$ cat src/rtl/qspi_rd_pkg.sv
package qspi_rd_pkg;
  localparam int unsigned LANES   = 4;
  localparam int unsigned CMD_CYC = 8;

  typedef enum logic [1:0] {ST_IDLE, ST_RUN, ST_TAIL, ST_GAP} seq_st_e;
  typedef enum logic [1:0] {PH_CMD, PH_ADR, PH_DMY, PH_DAT} phase_e;

  // serial clocks spent on the address
  function automatic logic [5:0] addr_cycles(input logic four_b, input logic quad);
    logic [5:0] bits;
    bits = four_b ? 6'd32 : 6'd24;
    return quad ? (bits >> 2) : bits;
  endfunction
endpackage

$ cat src/rtl/qspi_rd_sclk.sv
module qspi_rd_sclk #(
  parameter int unsigned DIV_W = 4
) (
  input  logic             clk_i,
  input  logic             rst_ni,
  input  logic             en_i,
  input  logic [DIV_W-1:0] half_i,
  output logic             sclk_o,
  output logic             rise_o,
  output logic             fall_o
);
  localparam logic [DIV_W-1:0] ONE = 1;

  logic [DIV_W-1:0] cnt_q;
  logic             sclk_q;
  logic             hit;

  assign hit = en_i && (cnt_q == half_i - ONE);

  always_ff @(posedge clk_i or negedge rst_ni) begin
    if (!rst_ni) begin
      cnt_q  <= '0;
      sclk_q <= 1'b0;
    end else if (!en_i) begin
      cnt_q  <= '0;
      sclk_q <= 1'b0;
    end else if (hit) begin
      cnt_q  <= '0;
      sclk_q <= ~sclk_q;
    end else begin
      cnt_q <= cnt_q + ONE;
    end
  end

  assign sclk_o = sclk_q;
  assign rise_o = hit & ~sclk_q;
  assign fall_o = hit & sclk_q;

  // back-to-back toggles only with a one-cycle half period
  a_r2_edge_spacing: assert property (@(posedge clk_i) disable iff (!rst_ni)
    (rise_o || fall_o) |=> (!(rise_o || fall_o) || half_i == ONE));
endmodule

$ cat src/rtl/qspi_rd_seq.sv
module qspi_rd_seq
  import qspi_rd_pkg::*;
#(
  parameter int unsigned LEN_W = 8,
  parameter int unsigned DIV_W = 4
) (
  input  logic             clk_i,
  input  logic             rst_ni,
  input  logic             start_i,
  input  logic             addr4_i,
  input  logic             quad_i,
  input  logic [3:0]       dummy_i,
  input  logic [LEN_W-1:0] len_i,
  input  logic [DIV_W-1:0] div_i,
  input  logic             fall_i,
  output logic             accept_o,
  output seq_st_e          st_o,
  output phase_e           ph_o,
  output logic [DIV_W-1:0] half_o,
  output logic             cs_no
);
  localparam int unsigned      CNT_W = LEN_W + 7;
  localparam logic [CNT_W-1:0] C_ONE = 1;
  localparam logic [CNT_W-1:0] C_CMD = CNT_W'(CMD_CYC);
  localparam logic [DIV_W:0]   T_ONE = 1;
  localparam logic [DIV_W-1:0] D_ONE = 1;

  seq_st_e          st_q;
  logic [CNT_W-1:0] cyc_q, adr_end_q, dmy_end_q, last_q;
  logic [CNT_W-1:0] adr_end_d, dmy_end_d, last_d;
  logic [DIV_W-1:0] half_q;
  logic [DIV_W:0]   tmr_q;
  logic             cs_n_q;
  logic [3:0]       dmy_eff;
  logic [LEN_W:0]   nbytes;

  always_comb begin
    dmy_eff   = (dummy_i == 4'd0) ? 4'd1 : dummy_i;
    nbytes    = {1'b0, len_i} + {{LEN_W{1'b0}}, 1'b1};
    adr_end_d = C_CMD + CNT_W'(addr_cycles(addr4_i, quad_i));
    dmy_end_d = adr_end_d + CNT_W'(dmy_eff);
    last_d    = dmy_end_d + (CNT_W'(nbytes) << 1) - C_ONE;
  end

  assign accept_o = start_i && (st_q == ST_IDLE);

  always_ff @(posedge clk_i or negedge rst_ni) begin
    if (!rst_ni) begin
      st_q      <= ST_IDLE;
      cyc_q     <= '0;
      adr_end_q <= '0;
      dmy_end_q <= '0;
      last_q    <= '0;
      half_q    <= D_ONE;
      tmr_q     <= '0;
      cs_n_q    <= 1'b1;
    end else begin
      unique case (st_q)
        ST_IDLE: if (start_i) begin
          st_q      <= ST_RUN;
          cyc_q     <= '0;
          adr_end_q <= adr_end_d;
          dmy_end_q <= dmy_end_d;
          last_q    <= last_d;
          half_q    <= (div_i == '0) ? D_ONE : div_i;
          cs_n_q    <= 1'b0;
        end
        ST_RUN: if (fall_i) begin
          if (cyc_q == last_q) begin
            st_q  <= ST_TAIL;
            tmr_q <= '0;
          end else begin
            cyc_q <= cyc_q + C_ONE;
          end
        end
        ST_TAIL: if (tmr_q == {1'b0, half_q} - T_ONE) begin
          st_q   <= ST_GAP;
          tmr_q  <= '0;
          cs_n_q <= 1'b1;
        end else begin
          tmr_q <= tmr_q + T_ONE;
        end
        ST_GAP: if (tmr_q == {half_q, 1'b0} - T_ONE) begin
          st_q <= ST_IDLE;
        end else begin
          tmr_q <= tmr_q + T_ONE;
        end
        default: st_q <= ST_IDLE;
      endcase
    end
  end

  always_comb begin
    if (cyc_q < C_CMD)          ph_o = PH_CMD;
    else if (cyc_q < adr_end_q) ph_o = PH_ADR;
    else if (cyc_q < dmy_end_q) ph_o = PH_DMY;
    else                        ph_o = PH_DAT;
  end

  assign st_o   = st_q;
  assign half_o = half_q;
  assign cs_no  = cs_n_q;
endmodule

$ cat src/rtl/qspi_rd_tx.sv
module qspi_rd_tx
  import qspi_rd_pkg::*;
(
  input  logic             clk_i,
  input  logic             rst_ni,
  input  logic             load_i,
  input  logic [7:0]       instr_i,
  input  logic [31:0]      addr_i,
  input  logic             addr4_i,
  input  logic             quad_i,
  input  logic             act_i,
  input  phase_e           ph_i,
  input  logic             fall_i,
  output logic [LANES-1:0] io_o,
  output logic [LANES-1:0] io_oe_o
);
  localparam int unsigned SR_W = 40;

  logic [SR_W-1:0] sr_q;
  logic            wide, drive;

  assign wide  = quad_i && (ph_i == PH_ADR);
  assign drive = act_i && (ph_i == PH_CMD || ph_i == PH_ADR);

  always_ff @(posedge clk_i or negedge rst_ni) begin
    if (!rst_ni) begin
      sr_q <= '0;
    end else if (load_i) begin
      // 3-byte address is left-justified so the MSB leads either way
      sr_q <= {instr_i, addr4_i ? addr_i : {addr_i[23:0], 8'h00}};
    end else if (act_i && fall_i) begin
      if (ph_i == PH_CMD || (ph_i == PH_ADR && !quad_i)) sr_q <= sr_q << 1;
      else if (wide)                                      sr_q <= sr_q << LANES;
    end
  end

  for (genvar l = 0; l < LANES; l++) begin : g_lane
    if (l == 0) begin : g_lead
      assign io_o[l]    = drive & (wide ? sr_q[SR_W-LANES] : sr_q[SR_W-1]);
      assign io_oe_o[l] = drive;
    end else begin : g_side
      assign io_o[l]    = drive & wide & sr_q[SR_W-LANES+l];
      assign io_oe_o[l] = drive & wide;
    end
  end
endmodule

$ cat src/rtl/qspi_rd_rx.sv
module qspi_rd_rx
  import qspi_rd_pkg::*;
(
  input  logic               clk_i,
  input  logic               rst_ni,
  input  logic               clear_i,
  input  logic               win_i,
  input  logic               fall_smp_i,
  input  logic               rise_i,
  input  logic               fall_i,
  input  logic [LANES-1:0]   io_i,
  output logic [2*LANES-1:0] data_o,
  output logic               valid_o
);
  logic             half_q;
  logic [LANES-1:0] hi_q;
  logic             smp;

  assign smp = win_i && (fall_smp_i ? fall_i : rise_i);

  always_ff @(posedge clk_i or negedge rst_ni) begin
    if (!rst_ni) begin
      half_q  <= 1'b0;
      hi_q    <= '0;
      data_o  <= '0;
      valid_o <= 1'b0;
    end else begin
      valid_o <= 1'b0;
      if (clear_i) begin
        half_q <= 1'b0;
      end else if (smp) begin
        if (!half_q) begin
          hi_q   <= io_i;
          half_q <= 1'b1;
        end else begin
          data_o  <= {hi_q, io_i};
          valid_o <= 1'b1;
          half_q  <= 1'b0;
        end
      end
    end
  end

  // a byte strobe never lasts two cycles
  a_r6_valid_pulse: assert property (@(posedge clk_i) disable iff (!rst_ni)
    valid_o |=> !valid_o);
endmodule

$ cat src/rtl/qspi_rd_ctrl.sv
module qspi_rd_ctrl
  import qspi_rd_pkg::*;
#(
  parameter int unsigned LEN_W = 8,
  parameter int unsigned DIV_W = 4
) (
  input  logic             clk_i,
  input  logic             rst_ni,
  input  logic             start_i,
  input  logic [7:0]       instr_i,
  input  logic [31:0]      addr_i,
  input  logic             addr4_i,
  input  logic             quad_addr_i,
  input  logic [3:0]       dummy_i,
  input  logic [LEN_W-1:0] len_i,
  input  logic [DIV_W-1:0] div_i,
  input  logic             fall_smp_i,
  output logic             busy_o,
  output logic             sclk_o,
  output logic             cs_no,
  output logic [3:0]       io_o,
  output logic [3:0]       io_oe_o,
  input  logic [3:0]       io_i,
  output logic [7:0]       rd_data_o,
  output logic             rd_valid_o
);
  seq_st_e          st;
  phase_e           ph;
  logic             accept, act, rise, fall;
  logic [DIV_W-1:0] half;
  logic             quad_q, fall_q;

  always_ff @(posedge clk_i or negedge rst_ni) begin
    if (!rst_ni) begin
      quad_q <= 1'b0;
      fall_q <= 1'b0;
    end else if (accept) begin
      quad_q <= quad_addr_i;
      fall_q <= fall_smp_i;
    end
  end

  assign act    = (st == ST_RUN);
  assign busy_o = (st != ST_IDLE);

  qspi_rd_seq #(.LEN_W(LEN_W), .DIV_W(DIV_W)) u_seq (
    .clk_i    (clk_i),
    .rst_ni   (rst_ni),
    .start_i  (start_i),
    .addr4_i  (addr4_i),
    .quad_i   (quad_addr_i),
    .dummy_i  (dummy_i),
    .len_i    (len_i),
    .div_i    (div_i),
    .fall_i   (fall),
    .accept_o (accept),
    .st_o     (st),
    .ph_o     (ph),
    .half_o   (half),
    .cs_no    (cs_no)
  );

  qspi_rd_sclk #(.DIV_W(DIV_W)) u_sclk (
    .clk_i  (clk_i),
    .rst_ni (rst_ni),
    .en_i   (act),
    .half_i (half),
    .sclk_o (sclk_o),
    .rise_o (rise),
    .fall_o (fall)
  );

  qspi_rd_tx u_tx (
    .clk_i   (clk_i),
    .rst_ni  (rst_ni),
    .load_i  (accept),
    .instr_i (instr_i),
    .addr_i  (addr_i),
    .addr4_i (addr4_i),
    .quad_i  (quad_q),
    .act_i   (act),
    .ph_i    (ph),
    .fall_i  (fall),
    .io_o    (io_o),
    .io_oe_o (io_oe_o)
  );

  qspi_rd_rx u_rx (
    .clk_i      (clk_i),
    .rst_ni     (rst_ni),
    .clear_i    (accept),
    .win_i      (act && ph == PH_DAT),
    .fall_smp_i (fall_q),
    .rise_i     (rise),
    .fall_i     (fall),
    .io_i       (io_i),
    .data_o     (rd_data_o),
    .valid_o    (rd_valid_o)
  );

  // serial clock parked low while deselected
  a_r1_sclk_idle: assert property (@(posedge clk_i) disable iff (!rst_ni)
    cs_no |-> !sclk_o);
  // clock edges only inside a selected frame
  a_r2_sclk_in_frame: assert property (@(posedge clk_i) disable iff (!rst_ni)
    $rose(sclk_o) |-> !cs_no);
  // lanes released whenever a byte is delivered
  a_r5_lanes_released: assert property (@(posedge clk_i) disable iff (!rst_ni)
    rd_valid_o |-> (io_oe_o == 4'b0000));
  // chip select never low while idle
  a_r9_idle_cs: assert property (@(posedge clk_i) disable iff (!rst_ni)
    !busy_o |-> cs_no);
endmodule

$ cat config.mk
export PLATFORM = sky130hd
export DESIGN_NAME = qspi_rd_ctrl
export DESIGN_NICKNAME = d
export VERILOG_FILES = /design/src/rtl/qspi_rd_pkg.sv /design/src/rtl/qspi_rd_sclk.sv /design/src/rtl/qspi_rd_seq.sv /design/src/rtl/qspi_rd_tx.sv /design/src/rtl/qspi_rd_rx.sv /design/src/rtl/qspi_rd_ctrl.sv
export SDC_FILE = /design/constraint.sdc
export NUM_CORES = 1
export LEC_CHECK = 0
export BUFFER_PORTS_ARGS = -buffer_cell sky130_fd_sc_hd__buf_4
export CELL_PAD_IN_SITES_DETAIL_PLACEMENT = 1
export CELL_PAD_IN_SITES_GLOBAL_PLACEMENT = 2
export CORE_MARGIN = 1
export CORE_UTILIZATION = 37
export CTS_CLUSTER_SIZE = 25
export DETAILED_ROUTE_END_ITERATION = 7
export PLACE_DENSITY_LB_ADDON = 0.1
export SETUP_SLACK_MARGIN = 0.3
export SYNTH_ARGS = -nofsm -noshare
export SYNTH_HDL_FRONTEND = slang
export SYNTH_SLANG_ARGS = --single-unit
$ cat constraint.sdc
create_clock -name clk_i -period 3.3 [get_ports clk_i]
set_clock_uncertainty 0.05 [all_clocks]
set_input_delay 0.66 -clock clk_i [delete_from_list [all_inputs] [get_ports clk_i]]
set_output_delay 0.66 -clock clk_i [all_outputs]
set_load 0.1 [all_outputs]
==> results of run 1 <==
[registers in the layout, indices dropped and copies added (netlist names), 2 cells and up]
register and count:
u_seq.st_o 2, u_sclk.cnt_q 4, u_seq.half_o 4, u_rx.data_o 8, u_tx.sr_q 40, u_seq.cyc_q 15, u_seq.last_q 15, u_seq.dmy_end_q 8
u_seq.tmr_q 5, u_rx.hi_q 4, u_seq.adr_end_q 5
[logic make-up after synthesis]
logic type | share of synthesized area [%]
AO/OA/AOI/OAI | 17.6
XOR/XNOR | 5.50
adder cells (fa/ha/maj) | 7.89
flip-flops | 37.2
multiplexers | 9.40
AND/OR/NAND/NOR | 16.9
buffers and inverters | 5.48
[worst paths after layout]
kind,start,end
worst min-delay path,rst_ni,u_seq.half_o[1]
worst max register to register,u_seq.half_o[0],u_rx.hi_q[1]
max in group asynchronous,rst_ni,u_tx.sr_q[25]
worst max-delay path,addr4_i,u_seq.last_q[10]
worst min register to register,u_seq.cs_no,u_seq.cs_no
min in group clk_i,fall_smp_i,fall_q
[power groups by stage]
stage          clock network (mW)  registers (mW)  logic, mW
2_1_floorplan                   0            1.46      0.357
3_3_place_gp                    0            1.46      0.639
3_5_place_dp                    0            1.46      0.668
4_1_cts                      2.02            1.43      0.754
5_1_grt                      2.08            1.43      0.890
6_report                     1.98            1.43      0.826
[cells in the mapped netlist, types with 4 or more instances]
| cell type | instances | share of area (%) |
|---|---|---|
| clkbuf_1 | 31 | 1.5 |
| or3_1 | 20 | 1.6 |
| inv_1 | 49 | 2.4 |
| mux2i_1 | 53 | 6.8 |
| or4_1 | 4 | 0.38 |
| nor3_1 | 29 | 1.9 |
| nand2_1 | 92 | 4.4 |
| buf_2 | 5 | 0.32 |
| a21o_1 | 10 | 0.96 |
| mux2_4 | 12 | 2.3 |
| o21ai_0 | 47 | 3.0 |
| buf_4 | 8 | 0.77 |
| and2_1 | 6 | 0.48 |
| nor2_1 | 37 | 1.8 |
| ha_1 | 46 | 7.4 |
| nand3_1 | 29 | 1.9 |
| nand4_1 | 8 | 0.64 |
| nor4_1 | 8 | 0.64 |
| dfrtp_1 | 114 | 37 |
| o21ai_1 | 6 | 0.38 |
| a21boi_0 | 4 | 0.38 |
| nand2b_1 | 7 | 0.56 |
| xor2_1 | 29 | 3.3 |
| buf_1 | 7 | 0.34 |
| o31ai_1 | 35 | 3.4 |
| xnor2_1 | 13 | 1.5 |
| and3_1 | 9 | 0.72 |
| a32oi_1 | 8 | 0.90 |
| o211ai_1 | 8 | 0.77 |
| o41ai_1 | 6 | 0.67 |
| a211oi_1 | 5 | 0.48 |
| a21oi_1 | 55 | 3.5 |
| a41oi_1 | 6 | 0.67 |
| o21a_1 | 5 | 0.48 |
[cells in the final DEF (no fill, tap or decap), types with 10 or more instances in the layout]
cell / n
buf_4: 158
dfrtp_1: 110
nand2_1: 88
mux2i_1: 53
a21oi_1: 47
o21ai_0: 42
inv_1: 37
nor2_1: 35
o31ai_1: 34
ha_1: 31
nand3_1: 28
xor2_1: 27
nor3_1: 27
or3_1: 17
clkbuf_16: 17
ha_4: 15
mux2_4: 13
inv_2: 11
xnor2_1: 11
buf_12: 11
a21o_1: 10
buf_6: 10
[worst max-delay path, delay by kind of cell]
family	cells	cell delay [ps]
AOI/OAI and AO/OA	6	1380
adders and majority gates	5	1340
buffers and inverters	4	230
[what timing repair did]
action | 4_1_cts | 5_1_grt
resized for setup | 60 | 20
pin swaps | 30 | 34
endpoints found under the setup margin | 58 | 70
buffers inserted | 23 | 10
[metal layers]
layer | vias to the layer above | global-route usage, % | wire, µm
met5 | - | 0 | 0
met4 | 0 | 9.48 | 681
met3 | 50 | 3.73 | 689
met2 | 127 | 41.4 | 12600
met1 | 3545 | 30.5 | 11200
li1 | 3388 | - | -
[final cells by class]
type                       instances  share of cell area [%]
inverter                          49                    1.81
clock inverter                    13                    1.74
multi-input combinational        640                    47.1
sequential                       116                    27.5
timing repair buffer             180                    14.5
tap                              270                    3.19
clock buffer                      18                    4.15
==> results.toml, run 1 <==
[pwr]
leakagePower_nw = 5.09
peakVddDrop_uv = 325
pwr-share-comb_pct = 19.5
switching_share_pct = 26.0
totalPowerFinal_mw = 4.24
sequentialPowerShare_pct = 33.8
clkPwrFrac_pct = 46.7
powerDensity_mw_per_mm2 = 401
intPower_mw = 3.14
power_switching_mw = 1.10

[route]
drt-total-wl_um = 25200
vias = 7110
drt-pass1-iter-count = 6
routed_via_density = 5.53
detail-route-antenna-nets = 0
wire_per_inst_um = 19.6
drc = 0
drt_iter0_drc = 255

[global_route]
grt_start_max_net_pins = 76
grt_overflow_total = 0
grt_pass1_vias = 7805
grt_pass1_wl_um = 41100
grtUsageTotal_pct = 24.2
antenna_found_initial = 0

[sta]
fin_setup_tns_ps = 0
fmax_mhz = 303
layout_setup_ws_ps = 0.915
slew_violations = 0
fin_crit_ps = 3300
hold_viol_final = 0
min_period_over_period_pct = 100
rsz0062_at_grt = "true"
setup_viol = 0
worst_slew_pin_slew_ps = 949
holdWs_ps = 188
max_slew_margin_pct = 36.5

[setup_path]
reg2regPathDepth = 8
crit_slowest_cell = "fa_2"
cpPeakStageDelay_ps = 540
r2r_slack_ps = 400
start_kind = "input pin"
crit_fanout = 3
arrival_ps = 3610
cp_cell_sequence = "buf_8 > inv_8 > ha_4 > ha_4 > fa_2 > inv_2 > ha_4 > inv_2 > ha_4 > a21o_1 > a21o_1 > a211oi_2 > o211ai_1 > a2111oi_4 > a311o_1"
required_ps = 3610
path_class = "in -> reg"
crit_top_cell = "ha_4"
crit_path_end_kind = "flip-flop"

[clocking]
cts_tree = "built"
worstSkewPairLatency_ps = 420
numCtsBuffers = 17
cts.path.max_buffers = 2
path_clk_slew_ps = 60
postCtsHoldBufs = 0
cts_sinks = 116
htreeDepth = 4
root_buffer = "clkbuf_16"

[finish]
fillers = 2315
nets = 1118
final_util_pct = 51.8
multi_input_area_mm2 = 0.00499
final_cells = 1286
final_layout_size_suffix_gt1_share_pct = 31.2
seqCellArea_mm2 = 0.00291
syn_to_final_growth_pct = 35.7
antenna_cells = 0
fin_area_mm2 = 0.0106

[place]
post-place-ws_ps = -587
place_congestion = 0.849
io_buffers = 85
dpl.hpwl_um = 18200
placedCellCount = 1222
dpl_cell_area_mm2 = 0.00935

[yosys]
netlist_area_mm2 = 0.00780
synthCells = 858
async_flop_share_pct = 100
synth.avg_cell_area_um2 = 9.09
syn_nets = 972
synth-seq-area-share_pct = 37.2
yosys_warnings = 0
synth.distinct_cells = 61
synth-edff-count = 0
ys.flop_type = "dfrtp_1"
synth-seq-cells = 116

[floorplan]
die_y_um = 147
initial_core_util_pct = 38.2
die_area_mm2 = 0.0217
rows = 52
core_area_mm2 = 0.0204
io_pins = 86
die_w_um = 147

[flow_run]
maxCapViolCount = 0

[min_path]
hp-class = "in -> async"

[status]
status = "completed"
Note: power is estimated with default switching activity, not from simulation.
==> run 2, diff against run 1 <==
Settings changed: SETUP_SLACK_MARGIN 0.3 to 0.5.
==> run 2 against run 1 <==
Against the previous run:
- the run now ends with setup timing left
- cell count up 0.31%
- cell area rose by 1.7%
- non-clock buffer count grew 2
- critical path type unchanged
- critical endpoint is now u_seq.last_q[8]
- highest routed layer unchanged
==> results.toml, run 2 (synthesized netlist as in run 1, its figures left out) <==
[status]
status = "finished, violations left"
violations = "setup timing"

[pwr]
clkPwrFrac_pct = 45.9
sequentialPowerShare_pct = 34.4
intPower_mw = 3.07
power_switching_mw = 1.10
switching_share_pct = 26.4
pwr-share-comb_pct = 19.7
leakagePower_nw = 5.13
powerDensity_mw_per_mm2 = 388
peakVddDrop_uv = 283

[sta]
max_slew_margin_pct = 56.0
rsz0062_at_grt = "true"
min_period_over_period_pct = 101
layout_setup_ws_ps = -29.9
holdWs_ps = 204
worst_slew_pin_slew_ps = 660
hold_viol_final = 0
fin_crit_ps = 3330
fmax_mhz = 300
setup_viol = 1
slew_violations = 0

[finish]
final_common_cell = "buf_4"
antenna_cells = 0
final_cell_mix = "buf_4 (157), dfrtp_1 (106), nand2_1 (88)"
final_cells = 1290
final_layout_size_suffix_gt1_share_pct = 32.9
top_register = "u_tx.sr_q"
nets = 1121
largest_reg_flops = 40
syn_to_final_growth_pct = 37.9
top_regs = "u_tx.sr_q x40, u_seq.cyc_q x15, u_seq.last_q x15"

[min_path]
hp-class = "in -> async"

[route]
route.met2.wl_um = 13200
wire_per_inst_um = 19.6
detail-route-antenna-nets = 0
top_layer = "met4"
met1_length_um = 11100
vias = 7184
routed_via_density = 5.57
drt_iter0_drc = 309
drt-pass1-iter-count = 5
dr_wl_met3_um = 620
drt-total-wl_um = 25200
drc = 0

[clocking]
cts_tree = "built"
postCtsHoldBufs = 0
cts_sinks = 116
worstSkewPairLatency_ps = 430
path_clk_slew_ps = 50
cts.path.max_buffers = 2
root_buffer = "clkbuf_16"
htreeDepth = 4
numCtsBuffers = 17

[setup_path]
r2r_slack_ps = 510
arrival_ps = 3580
path_class = "in -> reg"
required_ps = 3550
reg2regPathDepth = 9
start_kind = "input pin"
crit_fanout = 3
r2r-end = "u_rx.hi_q[3]"
timing.rr.start = "u_seq.cyc_q[5]"
crit_path_end_kind = "flip-flop"

[floorplan]
die_w_um = 147
die_area_mm2 = 0.0217
io_pins = 86
rows = 52
initial_core_util_pct = 38.2
core_area_mm2 = 0.0204
die_y_um = 147

[place]
dpl.hpwl_um = 17800
io_buffers = 85
place_congestion = 0.828
placedCellCount = 1219

[global_route]
grt_pass1_wl_um = 40700
grt_overflow_total = 0
grt_pass1_vias = 7760
antenna_found_initial = 0
grtUsageTotal_pct = 23.9
grt_start_max_net_pins = 75

[flow_run]
maxCapViolCount = 0
==> run 2: changes by cell type in the layout (fill, tap and decap cells not counted), moves of 3 or more <==
cell	change
dfrtp_1	-4
dfrtp_2	+4
ha_1	-3
ha_4	+3
==> run 2: repair_timing <==
item | 4_1_cts | 5_1_grt
gates resized for setup | 72 | 38
setup buffers | 21 | 17
setup endpoints to repair | 88 | 76
endpoints found under the hold margin | 0 | 0
pin swaps | 37 | 25
cloned | 1 | 0
==> run 2: critical path, cell delays in order <==
cell,delay (ps)
buf_8,90
inv_8,30
ha_4,170
ha_4,170
fa_2,580
inv_2,50
ha_4,280
inv_4,40
ha_4,200
a21o_1,160
a21o_1,180
buf_4,140
buf_6,110
a2111oi_4,290
nor2_1,90
o311ai_2,270
nand2_1,70
==> run 2: per-stage QoR <==
stage                     power (mW)  setup WS (ps)  TNS (ps)  area, µm²  util (%)
final                           4.17          -29.9     -29.9      10800      52.7
after global routing            4.32           -118      -457      10800      52.7
after CTS                       4.15          -19.4     -28.4      10400      51.0
after detailed placement        2.12           -551     -3440       9340      45.7
after global placement          2.09           -419     -2620       9340      45.7
after floorplan                 1.82           -330     -1650       8170         -
==> run 2: how the worst max path moves through the flow <==
stage                        from                to  slack (ps)  depth (start not counted)
after floorplan           addr4_i  u_seq.last_q[10]        -330                         17
after global placement    addr4_i  u_seq.last_q[10]        -420                         15
after detailed placement  addr4_i  u_seq.last_q[10]        -550                         15
after CTS                 addr4_i  u_seq.last_q[10]         -20                         17
after global routing      addr4_i  u_seq.last_q[10]        -120                         17
final                     addr4_i   u_seq.last_q[8]         -30                         17
==> run 2: final cells by class <==
type | instances | area, µm²
Clock buffer | 20 | 447
Clock inverter | 12 | 155
Fill cell | 2302 | 9670
Inverter | 49 | 194
Multi-Input combinational cell | 641 | 5140
Sequential cell | 116 | 2920
Tap cell | 270 | 338
Timing Repair Buffer | 182 | 1570
==> run 2: power groups by stage <==
| stage | registers, mW | logic, mW | clock network (mW) |
|---|---|---|---|
| detailed placement | 1.46 | 0.662 | 0 |
| global route | 1.43 | 0.888 | 2.00 |
| global placement | 1.46 | 0.636 | 0 |
| CTS | 1.43 | 0.784 | 1.94 |
| finish | 1.43 | 0.822 | 1.91 |
| floorplan | 1.46 | 0.357 | 0 |
==> run 2: layer usage <==
| metal | GRT usage, % | vias up |
|---|---|---|
| met4 | 6.08 | 0 |
| met5 | 0 | - |
| met2 | 42.3 | 115 |
| met1 | 29.9 | 3644 |
| met3 | 3.91 | 25 |
| li1 | - | 3400 |
